==> src/rtl/pl2_pkg.sv <==
// Shared widths and the second-stage slot record.
// Assumes a 32-bit datapath and a 32-entry register file.
package pl2_pkg;
    localparam int XLEN    = 32;
    localparam int REG_CNT = 32;
    localparam int REG_AW  = $clog2(REG_CNT);

    typedef struct packed {
        logic [XLEN-1:0]   pc;
        logic [XLEN-1:0]   instr;
        logic [XLEN-1:0]   opnd1;
        logic [XLEN-1:0]   opnd2;
        logic [REG_AW-1:0] rd;
        logic              we;
        logic              valid;
    } ex_slot_t;
endpackage

==> src/rtl/pl2_fwd_sel.sv <==
// Operand bypass for one read port.
// Assumes ex_live is already qualified by slot validity and write enable.
// Register index 0 reads as zero, with higher priority than the bypass.
module pl2_fwd_sel #(
    parameter int XLEN   = 32,
    parameter int REG_AW = 5
) (
    input  logic [REG_AW-1:0] rs_idx,
    input  logic [XLEN-1:0]   rf_data,
    input  logic              ex_live,
    input  logic [REG_AW-1:0] ex_rd,
    input  logic [XLEN-1:0]   wb_data,
    output logic [XLEN-1:0]   opnd
);
    localparam logic [REG_AW-1:0] ZERO_IDX = '0;

    logic hit;

    // match against the live second-stage destination
    always_comb begin
        hit = ex_live && (ex_rd != ZERO_IDX) && (ex_rd == rs_idx);
    end

    // choose zero, the writeback value or the register-file data
    always_comb begin
        if (rs_idx == ZERO_IDX)
            opnd = '0;
        else if (hit)
            opnd = wb_data;
        else
            opnd = rf_data;
    end
endmodule

==> src/rtl/pl2_pc_seq.sv <==
// Fetch address register.
// Assumes redirect_fire is already gated by second-stage validity.
// Steps by PC_STEP, or loads the target on the edge after a redirect fires.
module pl2_pc_seq #(
    parameter int              XLEN       = 32,
    parameter logic [XLEN-1:0] RESET_ADDR = 32'h0000_0200,
    parameter int              PC_STEP    = 4
) (
    input  logic            clk,
    input  logic            rst_n,
    input  logic            redirect_fire,
    input  logic [XLEN-1:0] redirect_tgt,
    output logic [XLEN-1:0] pc,
    output logic            pc_sel
);
    localparam logic [XLEN-1:0] STEP = XLEN'(PC_STEP);

    logic [XLEN-1:0] pc_next;

    // next-address selection
    always_comb begin
        pc_sel  = redirect_fire;
        pc_next = redirect_fire ? redirect_tgt : pc + STEP;
    end

    // program counter register with synchronous reset
    always_ff @(posedge clk) begin
        if (!rst_n)
            pc <= RESET_ADDR;
        else
            pc <= pc_next;
    end

    AST_PC_STEP: assert property (@(posedge clk) disable iff (!rst_n)
        !redirect_fire |=> pc == $past(pc) + STEP);
    AST_PC_REDIRECT: assert property (@(posedge clk) disable iff (!rst_n)
        redirect_fire |=> pc == $past(redirect_tgt));
endmodule

==> src/rtl/pl2_ex_slot.sv <==
// Stage-1 to stage-2 pipeline register.
// A flush clears the valid and write-enable bits of the captured slot.
// Reset clears the valid bit.
module pl2_ex_slot
    import pl2_pkg::*;
(
    input  logic     clk,
    input  logic     rst_n,
    input  logic     flush,
    input  ex_slot_t d,
    output ex_slot_t q
);
    // capture the slot; flush or reset turns it into a bubble
    always_ff @(posedge clk) begin
        if (!rst_n) begin
            q       <= '0;
        end else begin
            q       <= d;
            q.valid <= d.valid && !flush;
            q.we    <= d.we && !flush;
        end
    end

    AST_FLUSH_BUBBLE: assert property (@(posedge clk) disable iff (!rst_n)
        flush |=> !q.valid && !q.we);
    AST_KEEP_LIVE: assert property (@(posedge clk) disable iff (!rst_n)
        !flush |=> q.valid && q.rd == $past(d.rd));
endmodule

==> src/rtl/pl2_pipe_ctrl.sv <==
// Top level of the two-stage bypass and squash control.
// Stage 1 presents decoded indices and register-file data.
// Stage 2 returns its writeback value and the redirect request.
// Dependent reads are bypassed, and a taken redirect squashes the one younger instruction.
module pl2_pipe_ctrl
    import pl2_pkg::*;
#(
    parameter logic [XLEN-1:0] RESET_ADDR = 32'h0000_0200,
    parameter int              PC_STEP    = 4,
    parameter int              RD_PORTS   = 2
) (
    input  logic              clk,
    input  logic              rst_n,
    input  logic [XLEN-1:0]   id_instr,
    input  logic [REG_AW-1:0] id_rs1,
    input  logic [REG_AW-1:0] id_rs2,
    input  logic [REG_AW-1:0] id_rd,
    input  logic              id_we,
    input  logic [XLEN-1:0]   rf_rdata1,
    input  logic [XLEN-1:0]   rf_rdata2,
    input  logic [XLEN-1:0]   wb_data,
    input  logic              redirect_req,
    input  logic [XLEN-1:0]   redirect_tgt,
    output logic [XLEN-1:0]   pc,
    output logic              pc_sel,
    output logic              squash,
    output logic [XLEN-1:0]   id_opnd1,
    output logic [XLEN-1:0]   id_opnd2,
    output logic [XLEN-1:0]   ex_pc,
    output logic [XLEN-1:0]   ex_instr,
    output logic [XLEN-1:0]   ex_opnd1,
    output logic [XLEN-1:0]   ex_opnd2,
    output logic [REG_AW-1:0] ex_rd,
    output logic              ex_we,
    output logic              ex_valid
);
    ex_slot_t          slot_d;
    ex_slot_t          slot_q;
    logic              fire;
    logic              ex_live;
    logic [XLEN-1:0]   rs_data [RD_PORTS];
    logic [REG_AW-1:0] rs_idx  [RD_PORTS];
    logic [XLEN-1:0]   rs_out  [RD_PORTS];

    // redirect is only honoured from a live slot
    always_comb begin
        fire    = redirect_req && slot_q.valid;
        ex_live = slot_q.valid && slot_q.we;
        squash  = fire;
    end

    // gather the read ports into arrays
    always_comb begin
        rs_idx[0]  = id_rs1;
        rs_idx[1]  = id_rs2;
        rs_data[0] = rf_rdata1;
        rs_data[1] = rf_rdata2;
    end

    for (genvar p = 0; p < RD_PORTS; p++) begin : g_port
        pl2_fwd_sel #(.XLEN(XLEN), .REG_AW(REG_AW)) u_fwd (
            .rs_idx  (rs_idx[p]),
            .rf_data (rs_data[p]),
            .ex_live (ex_live),
            .ex_rd   (slot_q.rd),
            .wb_data (wb_data),
            .opnd    (rs_out[p])
        );
    end

    pl2_pc_seq #(.XLEN(XLEN), .RESET_ADDR(RESET_ADDR), .PC_STEP(PC_STEP)) u_pc (
        .clk           (clk),
        .rst_n         (rst_n),
        .redirect_fire (fire),
        .redirect_tgt  (redirect_tgt),
        .pc            (pc),
        .pc_sel        (pc_sel)
    );

    // assemble the slot presented to stage 2
    always_comb begin
        slot_d.pc    = pc;
        slot_d.instr = id_instr;
        slot_d.opnd1 = rs_out[0];
        slot_d.opnd2 = rs_out[1];
        slot_d.rd    = id_rd;
        slot_d.we    = id_we;
        slot_d.valid = 1'b1;
    end

    pl2_ex_slot u_slot (
        .clk   (clk),
        .rst_n (rst_n),
        .flush (fire),
        .d     (slot_d),
        .q     (slot_q)
    );

    // drive the outputs from the stage-2 slot and the bypass ports
    always_comb begin
        id_opnd1 = rs_out[0];
        id_opnd2 = rs_out[1];
        ex_pc    = slot_q.pc;
        ex_instr = slot_q.instr;
        ex_opnd1 = slot_q.opnd1;
        ex_opnd2 = slot_q.opnd2;
        ex_rd    = slot_q.rd;
        ex_we    = slot_q.we;
        ex_valid = slot_q.valid;
    end

    AST_RESET_STATE: assert property (@(posedge clk)
        !rst_n |=> pc == RESET_ADDR && !ex_valid);
    AST_ZERO_READ: assert property (@(posedge clk) disable iff (!rst_n)
        id_rs1 == '0 |-> id_opnd1 == '0);
    AST_NO_DEAD_REDIRECT: assert property (@(posedge clk) disable iff (!rst_n)
        !ex_valid |-> !pc_sel && !squash);
    AST_DEAD_NO_WRITE: assert property (@(posedge clk) disable iff (!rst_n)
        !ex_valid |-> !ex_we);
    AST_BYPASS_HIT: assert property (@(posedge clk) disable iff (!rst_n)
        (ex_valid && ex_we && ex_rd != '0 && id_rs2 == ex_rd)
        |-> id_opnd2 == wb_data);
endmodule

==> config.mk <==
export PLATFORM = sky130hd
export DESIGN_NAME = pl2_pipe_ctrl
export DESIGN_NICKNAME = d
export VERILOG_FILES = /design/src/rtl/pl2_pkg.sv /design/src/rtl/pl2_fwd_sel.sv /design/src/rtl/pl2_pc_seq.sv /design/src/rtl/pl2_ex_slot.sv /design/src/rtl/pl2_pipe_ctrl.sv
export SDC_FILE = /design/constraint.sdc
export NUM_CORES = 1
export LEC_CHECK = 0
export BUFFER_PORTS_ARGS = -buffer_cell sky130_fd_sc_hd__buf_2
export CAP_MARGIN = 20
export CORE_AREA = 2 2 158 160
export DETAILED_ROUTE_END_ITERATION = 6
export DIE_AREA = 0 0 160 162
export PLACE_DENSITY = 0.68
export SYNTH_ARGS = -nofsm -noshare
export SYNTH_HDL_FRONTEND = slang
export SYNTH_SLANG_ARGS = --single-unit
==> constraint.sdc <==
create_clock -name clk -period 3 [get_ports clk]
set_input_delay 0.6 -clock clk [delete_from_list [all_inputs] [get_ports clk]]
set_output_delay 0.6 -clock clk [all_outputs]
set_load 0.02 [all_outputs]
==> impl_results.md <==
* Status: finished, violations left
* Violations in the final reports: setup timing
* Cells after Synth at 786
* Post-synth top area share at 0.469
* Count of state elements after synthesis at 167
* P per Cell Area at 521 mW/mm^2
* GRT met2 Usage at 0.360
* Top FF cell, synth: dfxtp_1
* Total grt overflow at 0
* Initial antenna violation count at 7
* Synth Net Count at 966
* Share of cells above drive strength 1 at 0.454
* Final Cycle Share at 1.00
* Most common cell after layout, fill and taps aside: buf_2
* Initial Util at 0.296
* Cell variety after synth at 49
* PnR worst setup slack at -0.00457 ns
* Slew Limit Fails at 0
* Met3 GRT Util at 0.0664
* # setup viols final at 1
* Top cells by area, synth: dfxtp_1, o31ai_1, nand4_1, a21boi_1, and2_1
* Max-cap violations at 0
* CP Launch Type: register
* Drt total wl at 30500 um
* Worst VDD drop at 0.272 mV
* Synthesis-to-layout area growth at 50.8%
* Most frequent cells in the layout: buf_2, dfxtp_1, nand4_1, a21oi_1, buf_4
* Vias in the first global route at 7414
* Placed Cells at 1461
* Slew HR at 0.571
* Post-DR wirelength/cell at 20.2 um
* M1 GR Usage at 0.252
* Mean Syn Cell Area at 9.08 um^2
* Pre-CTS WS at 0.334 ns
* Die X at 160 um
* Clock Pin Slew Worst Setup and Hold Paths at 0.07 ns
* Site row count at 57
* Routed vias/inst at 5.29
* Sequential share of the synthesized area at 0.469
* CTS root buffer: clkbuf_16
* Post-synth EDFFs at 0
* TritonCTS buffer count at 17
* Die H at 162 um
* GRT Overall Usage at 0.213
* RSZ-0062 raised after global routing: true
* Finished Layout Cells at 1511
* DR iter-0 viols at 556
* Hold WS at 0.379 ns
* Asr flop ratio synth at 0
* Pin count of the biggest net entering global routing at 65
* CTS tree: yes
* Critical path type: register to output port
* Critical Path Fanout Max at 8
* Hold Crit Class: primary input to register
* Longest Clk Path Bufs at 2
* Leakage power at 0.00472 uW
* Core area at 0.0241 mm^2
* CP Capture Type: output port
* Crit path required time at 2.40 ns
* Yosys warning count at 0
* Layout Nets at 1349
* Clock Sinks at 167
* Htree depth at 4
* Final Skew at 0.00771 ns
* Worst EP arrival at 2.40 ns
* Ports at 412
* Drt first pass iters at 6
* Routed vias at 7996
* Worst Tran Pin Value at 0.643 ns
* First-pass GRT wire length at 42900 um
* Peak Freq at 333 MHz
* Hpwl dp at 20900 um
* IO buf count at 411
* Hold Crit Depth at 2
* Synthesized area at 0.00714 mm^2
* DRC at 0
* Cell taking the most area after synthesis: dfxtp_1
* Final GP Congestion at 0.893
* Die ar. at 0.0259 mm^2
* ANT nets after route at 0
* Grt peak-use layer: met2
* Filler instances at 2403
* Final hold violations at 0
* Reg2Reg Depth at 5
* Clock Latency Late Sink at 0.42 ns
* Fin crit period at 3.00 ns
-- layer usage --
metal | vias to the layer above | part of all wire | wire, um
met5 | - | 0.00088 | 27
met1 | 3729 | 0.38 | 11600
met3 | 84 | 0.095 | 2900
met2 | 478 | 0.49 | 15100
li1 | 3701 | - | -
met4 | 4 | 0.032 | 963
-- worst max-delay path: stages, from the launching register on --
cell       delay [ns]
dfxtp_4          0.35
or4_4            0.56
o211ai_4         0.25
buf_6            0.17
clkbuf_16        0.20
o31ai_4          0.10
a21boi_2         0.19
buf_4            0.17
-- what timing repair did --
item                                    4_1_cts  5_1_grt
pin swaps                                     2       70
endpoints found under the setup margin       61       64
setup buffers                                 1        5
hold buffers                                  0        0
resized for setup                            13      128
gates cloned                                  2        5
-- synth_stat cells (all sizes together) (5+ instances only) --
master / n
dfxtp: 167
o21ai: 25
buf: 19
and2: 71
nor2: 15
a31oi: 10
clkbuf: 57
nor4: 7
o31ai: 68
and3: 5
xnor2: 18
a21boi: 64
nor3: 9
or3: 8
nand4: 76
nand3: 13
or4: 8
nand2: 32
a21oi: 75
-- state kept, by name (all words and copies together) (netlist names) --
signal,cells
u_slot.q,135
u_pc.pc,32
-- power breakdown --
group	switching [uW]	total, uW	internal, uW
clock	977	2060	1090
combinational	701	1120	416
sequential	88.7	2430	2340
-- final timing paths --
| kind | startpoint | endpoint | slack [ns] |
|---|---|---|---|
| worst max-delay path | u_slot.q[5] | id_opnd2[14] | -0.005 |
| worst min-delay path | id_instr[15] | u_slot.q[86] | 0.38 |
| worst max register to register | u_pc.pc[2] | u_pc.pc[22] | 0.71 |
| worst min register to register | u_pc.pc[1] | u_pc.pc[1] | 0.47 |
-- cells by family (layout without fill, tap and decap cells) --
family | count (synthesis) | after routing | synth area share
AO/OA/AOI/OAI | 259 | 259 | 0.239
XOR/XNOR | 20 | 20 | 0.0245
adder cells (fa/ha/maj) | 1 | 1 | 0.00175
buffers and inverters | 82 | 477 | 0.0521
flip-flops | 167 | 167 | 0.469
other | 0 | 6 | 0
AND/OR/NAND/NOR | 257 | 257 | 0.214
-- through the flow --
stage          instance area, um^2  setup TNS, ns  utilization  power [uW]
2_1_floorplan                 7140              0            -        3020
3_3_place_gp                  9470              0        0.393        3470
3_5_place_dp                  9470              0        0.393        3470
4_1_cts                      10100        -0.0341        0.419        5560
5_1_grt                      10800          -1.92        0.446        5830
6_report                     10800       -0.00457        0.446        5610
-- cell type report --
cell class / count / area (um^2) / area share
inverter: 4 / 15.0 / 0.00140
sequential: 167 / 3350 / 0.311
timing repair buffer: 442 / 2700 / 0.251
multi-input combinational: 537 / 3740 / 0.348
antenna: 6 / 15.0 / 0.00140
tap: 324 / 405 / 0.0377
clock inverter: 13 / 96.3 / 0.00895
clock buffer: 18 / 439 / 0.0408
(Power assumes the default switching activity.)
